**src/rtl/boa_pkg.sv**
```systemverilog
package boa_pkg;
  typedef enum logic [1:0] {
    DEC_NONE    = 2'd0,
    DEC_KEEP    = 2'd1,
    DEC_PAD     = 2'd2,
    DEC_UNSHIFT = 2'd3
  } boa_dec_e;
endpackage

```
**src/rtl/boa_rise.sv**
```systemverilog
module boa_rise (
  input  logic clk,
  input  logic rst_n,
  input  logic lvl,
  output logic rise
);
  logic lvl_q;

  always_ff @(posedge clk or negedge rst_n) begin
    if (!rst_n) lvl_q <= 1'b0;
    else        lvl_q <= lvl;
  end

  assign rise = lvl & ~lvl_q;

  // a held level yields one pulse only
  a_r2_single_pulse: assert property (@(posedge clk) disable iff (!rst_n)
    rise |=> !rise);
endmodule

```
**src/rtl/boa_lane_match.sv**
```systemverilog
module boa_lane_match #(
  parameter int LANE_W  = 16,
  parameter int N_LANES = 2
) (
  input  logic [N_LANES*LANE_W-1:0] word,
  input  logic [LANE_W-1:0]         sym,
  output logic [N_LANES-1:0]        hit
);
  for (genvar g = 0; g < N_LANES; g++) begin : g_lane
    assign hit[g] = (word[g*LANE_W +: LANE_W] == sym);
  end
endmodule

```
**src/rtl/boa_decide.sv**
```systemverilog
module boa_decide
  import boa_pkg::*;
(
  input  logic       hunting,
  input  logic       valid,
  input  logic       shifted,
  input  logic [1:0] hit,
  output boa_dec_e   dec
);
  always_comb begin
    dec = DEC_NONE;
    if (hunting && valid) begin
      if (!shifted) begin
        if (hit[1])      dec = DEC_PAD;
        else if (hit[0]) dec = DEC_KEEP;
      end else begin
        if (hit[1])      dec = DEC_KEEP;
        else if (hit[0]) dec = DEC_UNSHIFT;
      end
    end
  end
endmodule

```
**src/rtl/boa_steer.sv**
```systemverilog
module boa_steer
  import boa_pkg::*;
#(
  parameter int LANE_W = 16
) (
  input  logic                shifted,
  input  logic [LANE_W-1:0]   held,
  input  logic [2*LANE_W-1:0] in_word,
  input  logic [LANE_W-1:0]   pad_sym,
  input  boa_dec_e            dec,
  output logic [2*LANE_W-1:0] nxt_word,
  output logic [LANE_W-1:0]   nxt_held,
  output logic                nxt_shifted
);
  localparam int W = 2 * LANE_W;
  logic [LANE_W-1:0] ms_sym, ls_sym;

  assign ms_sym = in_word[W-1:LANE_W];
  assign ls_sym = in_word[LANE_W-1:0];

  always_comb begin
    nxt_word    = in_word;
    nxt_held    = held;
    nxt_shifted = shifted;
    unique case (dec)
      DEC_PAD: begin
        nxt_word    = {pad_sym, ms_sym};
        nxt_held    = ls_sym;
        nxt_shifted = 1'b1;
      end
      DEC_UNSHIFT: begin
        nxt_word    = in_word;
        nxt_shifted = 1'b0;
      end
      default: begin
        if (shifted) begin
          nxt_word = {held, ms_sym};
          nxt_held = ls_sym;
        end
      end
    endcase
  end
endmodule

```
**src/rtl/byte_order_aligner.sv**
```systemverilog
module byte_order_aligner
  import boa_pkg::*;
#(
  parameter int LANE_W = 16
) (
  input  logic                clk,
  input  logic                rst_n,
  input  logic [2*LANE_W-1:0] in_word,
  input  logic                in_valid,
  input  logic                trig,
  input  logic [LANE_W-1:0]   order_sym,
  input  logic [LANE_W-1:0]   pad_sym,
  output logic [2*LANE_W-1:0] out_word,
  output logic                out_valid,
  output logic                aligned
);
  localparam int N_LANES = 2;
  localparam int W       = N_LANES * LANE_W;

  logic              rise;
  logic [1:0]        hit;
  boa_dec_e          dec;
  logic              hunting;
  logic              decided;

  logic              shifted_q, shifted_d;
  logic [LANE_W-1:0] held_q, held_d;
  logic              armed_q, armed_d;
  logic              aligned_q, aligned_d;
  logic [W-1:0]      word_q, word_d;
  logic              valid_q;

  boa_rise u_rise (.clk(clk), .rst_n(rst_n), .lvl(trig), .rise(rise));

  boa_lane_match #(.LANE_W(LANE_W), .N_LANES(N_LANES)) u_match (
    .word(in_word), .sym(order_sym), .hit(hit));

  assign hunting = rise | armed_q;

  boa_decide u_decide (
    .hunting(hunting), .valid(in_valid), .shifted(shifted_q),
    .hit(hit), .dec(dec));

  boa_steer #(.LANE_W(LANE_W)) u_steer (
    .shifted(shifted_q), .held(held_q), .in_word(in_word),
    .pad_sym(pad_sym), .dec(dec), .nxt_word(word_d),
    .nxt_held(held_d), .nxt_shifted(shifted_d));

  assign decided = (dec != DEC_NONE);

  // next state of the hunt control
  always_comb begin
    armed_d   = armed_q;
    aligned_d = aligned_q;
    if (decided) begin
      armed_d   = 1'b0;
      aligned_d = 1'b1;
    end else if (rise) begin
      armed_d   = 1'b1;
      aligned_d = 1'b0;
    end
  end

  always_ff @(posedge clk or negedge rst_n) begin
    if (!rst_n) begin
      armed_q   <= 1'b0;
      aligned_q <= 1'b0;
      valid_q   <= 1'b0;
    end else begin
      armed_q   <= armed_d;
      aligned_q <= aligned_d;
      valid_q   <= in_valid;
    end
  end

  // datapath registers, enabled by input valid
  always_ff @(posedge clk or negedge rst_n) begin
    if (!rst_n) begin
      shifted_q <= 1'b0;
      held_q    <= '0;
      word_q    <= '0;
    end else if (in_valid) begin
      shifted_q <= shifted_d;
      held_q    <= held_d;
      word_q    <= word_d;
    end
  end

  assign out_word  = word_q;
  assign out_valid = valid_q;
  assign aligned   = aligned_q;


  a_r11_valid_delay: assert property (@(posedge clk) disable iff (!rst_n)
    1'b1 |=> (out_valid == $past(in_valid)));


  a_r7_flag_sticky: assert property (@(posedge clk) disable iff (!rst_n)
    (aligned && !rise) |=> aligned);

  a_r7_edge_clears: assert property (@(posedge clk) disable iff (!rst_n)
    (rise && !in_valid) |=> !aligned);


  a_r8_idle_holds: assert property (@(posedge clk) disable iff (!rst_n)
    !in_valid |=> ($stable(held_q) && $stable(shifted_q)));


  a_r3_pad_out: assert property (@(posedge clk) disable iff (!rst_n)
    (hunting && in_valid && !shifted_q && hit[1]) |=>
      (out_word == {$past(pad_sym), $past(in_word[W-1:LANE_W])}) && shifted_q && aligned);


  a_r4_keep_out: assert property (@(posedge clk) disable iff (!rst_n)
    (hunting && in_valid && !shifted_q && hit == 2'b01) |=>
      (out_word == $past(in_word)) && !shifted_q && aligned);


  a_r6_ms_first: assert property (@(posedge clk) disable iff (!rst_n)
    (hunting && in_valid && !shifted_q && hit == 2'b11) |=> shifted_q);


  a_r9_unshift: assert property (@(posedge clk) disable iff (!rst_n)
    (hunting && in_valid && shifted_q && hit == 2'b01) |=>
      (out_word == $past(in_word)) && !shifted_q);
endmodule

```
**config.mk**
```make
export PLATFORM = sky130hd
export DESIGN_NAME = byte_order_aligner
export DESIGN_NICKNAME = d
export VERILOG_FILES = /design/src/rtl/boa_pkg.sv /design/src/rtl/boa_rise.sv /design/src/rtl/boa_lane_match.sv /design/src/rtl/boa_decide.sv /design/src/rtl/boa_steer.sv /design/src/rtl/byte_order_aligner.sv
export SDC_FILE = /design/constraint.sdc
export NUM_CORES = 1
export LEC_CHECK = 0
export CELL_PAD_IN_SITES_DETAIL_PLACEMENT = 0
export CELL_PAD_IN_SITES_GLOBAL_PLACEMENT = 1
export CORE_MARGIN = 1
export CORE_UTILIZATION = 30
export CTS_CLUSTER_DIAMETER = 30
export DETAILED_ROUTE_END_ITERATION = 16
export DONT_BUFFER_PORTS = 1
export PLACE_DENSITY = 0.53
export SYNTH_ARGS = -nofsm -noshare
export SYNTH_HDL_FRONTEND = slang
export SYNTH_HIERARCHICAL = 1
export SYNTH_SLANG_ARGS = --single-unit
```
**constraint.sdc**
```tcl
create_clock -name clk -period 2.6 [get_ports clk]
set_input_delay 0.52 -clock clk [delete_from_list [all_inputs] [get_ports clk]]
set_output_delay 0.52 -clock clk [all_outputs]
set_load 0.01 [all_outputs]
```
==> impl_metrics.json, run 1 <==
{
  "status": "complete, but fails checks",
  "violations": "negative setup slack",
  "avgSynthCellArea_um2": 12.2,
  "drv_cap": 0,
  "skew_ns": 0.00772,
  "grt_overflow": 0,
  "synth_fp_nets": 339,
  "ys.flop_type": "dfrtp_1",
  "grt_pass1_vias": 2191,
  "synth_seq_area_share_pct": 40.0,
  "r2r-start": "shifted_q",
  "dpl_cell_area_mm2": 0.00351,
  "r2r_slack_ns": 0.34,
  "fp-row-count": 38,
  "clk_pin_slew_ns": 0.10,
  "setup_violations": 6,
  "synth.area.top_cells": "dfrtp_1, mux2_2, xnor2_1",
  "dr_total_vias": 2088,
  "cts_buffers": 5,
  "final_cell_area_mm2": 0.00380,
  "cp-start-kind": "primary input",
  "critPathRequiredTime_ns": 2.79,
  "synth_top_area_cell": "dfrtp_1",
  "drtPass1Iterations": 6,
  "clk_path_buf_depth": 2,
  "power.leakage_nw": 1.49,
  "drv_slew": 0,
  "grt_use_total_pct": 15.1,
  "crit_top_cell": "a21oi_4",
  "io_pins": 102,
  "cp_data_arrival_time_ns": 2.80,
  "antenna-diode-count": 0,
  "synth-seq-cells": 53,
  "insertion_delay_ns": 0.30,
  "fmax_ghz": 0.383,
  "crit_buf_inv": 1,
  "antenna_found_initial": 0,
  "synth-edff-count": 0,
  "crit_fanout": 16,
  "yosys-top-cells-count": "mux2_2, dfrtp_1, xnor2_1",
  "worstHoldPathType": "primary input to async pin",
  "finalCritPeriodShare_pct": 100,
  "p_total_mw": 1.65,
  "wire_per_inst_um": 20.7,
  "cts_tree": "yes",
  "layout-drive-gt1-share_pct": 44.1,
  "ys_types": 29,
  "synthArstFlopShare_pct": 100,
  "critPathKind": "primary input to register",
  "yosysTopAreaCellShare_pct": 40.0,
  "fin_ws_ns": -0.0114,
  "path_cells": "xnor2_4 > nand4_1 > nor4_4 > nand2b_1 > a21oi_4 > nor2_2 > a21oi_4 > buf_12 > mux2_2 > mux2_4",
  "grt_pass1_wl_um": 12900,
  "antenna_left": 0,
  "clock_sinks": 53,
  "power.density_mw_per_mm2": 434,
  "postSynthCellCount": 271,
  "tightest_slew_ns": 0.384,
  "nFillCells": 1067,
  "dieArea_mm2": 0.0115,
  "cts_setup_buffers": 0,
  "totalWireLength_um": 8470,
  "via_per_inst": 5.09,
  "slowest_stage": "nor4_4",
  "vdd_drop_max_mv": 0.204,
  "gp_congestion": 0.682,
  "core_mm2": 0.0108,
  "grt_max_degree": 54,
  "synthToLayoutAreaGrowth_pct": 14.7,
  "start_util_pct": 30.7,
  "drt_iter0_markers": 76,
  "synth_most_common_cell": "mux2_2",
  "path_delay_family": "simple AND/OR/NAND/NOR gates",
  "hold_viol": 0,
  "hpwl_um": 5770,
  "max_stage_delay_ns": 0.42,
  "ys.warnings.count": 6,
  "synth_area_mm2": 0.00332,
  "slew_headroom_pct": 74.4,
  "crit_path_end_kind": "register",
  "num-nets-final": 338,
  "drc": 0,
  "die_height_um": 107,
  "port_buffers": 0,
  "rsz0062_at_grt": "true",
  "htreeDepth": 2,
  "dieWidth_um": 107,
  "cp-startpoint": "order_sym[13]",
  "root_buffer": "clkbuf_8",
  "period_minus_slack_ns": 2.61
}
what timing repair did:
action | in CTS | in global routing
gates cloned | 0 | 1
hold buffers | 1 | 0
resized for setup | 3 | 22
setup endpoints to repair | 29 | 33
hold endpoints to repair | 53 | 0
pin swaps | 0 | 2
cell type report:
cell class / instances / area [um2] / area share, %
multi-input cells: 200 / 2080 / 54.6
repair buffers: 9 / 130 / 3.42
inverters: 1 / 3.75 / 0.0987
flip-flops and latches: 53 / 1330 / 34.9
clock buffers: 6 / 82.6 / 2.17
well taps: 140 / 175 / 4.61
clock inverters: 1 / 7.51 / 0.197
cells by family after synthesis:
group / after synthesis / synth area share, %
mux: 98 / 33.8
flops: 53 / 40.0
compound gates: 35 / 6.94
simple gates: 35 / 6.83
xor+xnor: 32 / 8.45
buf+inv: 18 / 4.00
metrics by stage:
step	util, %	std cells	setup slack, ns	TNS, ns	hold WS, ns
after floorplan	-	271	-0.0581	-1.50	0.224
after global placement	32.5	403	-0.328	-12.07	0.226
after detailed placement	32.5	403	-0.396	-15.28	0.226
after CTS	33.8	411	0.0156	0	0.0679
after global routing	35.2	410	-0.0641	-1.18	0.0568
final	35.2	410	-0.0114	-0.0172	0.0533
cells in the final DEF (no fill, tap or decap), drive strengths merged:
cell	n
a211oi	16
a21oi	18
and2	1
buf	8
clkbuf	7
clkinvlp	1
dfrtp	53
inv	1
mux2	81
mux2i	17
nand2	1
nand2b	1
nand3b	1
nand4	8
nor2	3
nor2b	17
nor4	2
o21ai	1
or2	1
xnor2	32
registers in the layout, summed over array words and instances, names as in the netlist:
register / count
aligned: 1
armed_q: 1
held_q: 16
out_valid: 1
out_word: 32
shifted_q: 1
u_rise/lvl_q: 1
power by group:
part	switching, mW	internal (mW)
sequential	0.0611	0.877
clock	0.281	0.212
combinational	0.0762	0.146
final timing paths:
| path | end | cells after the start |
|---|---|---|
| worst max register to register | held_q[1] | 7 |
| worst min register to register | held_q[14] | 1 |
| worst max-delay path | held_q[1] | 10 |
| min in group clk | u_rise/lvl_q | 0 |
| worst min-delay path | out_word[3] | 1 |
| max in group asynchronous | out_word[20] | 1 |
worst reg2reg max path, cell delays in order, from the launching register on:
cell and delay [ns]:
dfrtp_1 0.59, nand3b_1 0.19, a21oi_4 0.25, nor2_2 0.07
a21oi_4 0.23, buf_12 0.20, mux2_2 0.35, mux2_4 0.25
per-layer routing:
| layer | GRT usage, % | vias to the layer above | routed length, um |
|---|---|---|---|
| met2 | 23.2 | 74 | 3910 |
| met4 | 3.52 | 0 | 48 |
| met5 | 0 | - | 0 |
| li1 | - | 974 | - |
| met1 | 20.1 | 1036 | 3800 |
| met3 | 5.35 | 4 | 708 |
Note: power is estimated with default switching activity, not from simulation.
==> inputs of run 2 (changes only) <==
Settings changed: CAP_MARGIN from default to 20, CORE_MARGIN 1 to default.
==> results of run 2 <==
Final layout, timing and power as in run 1 (identical DEF).
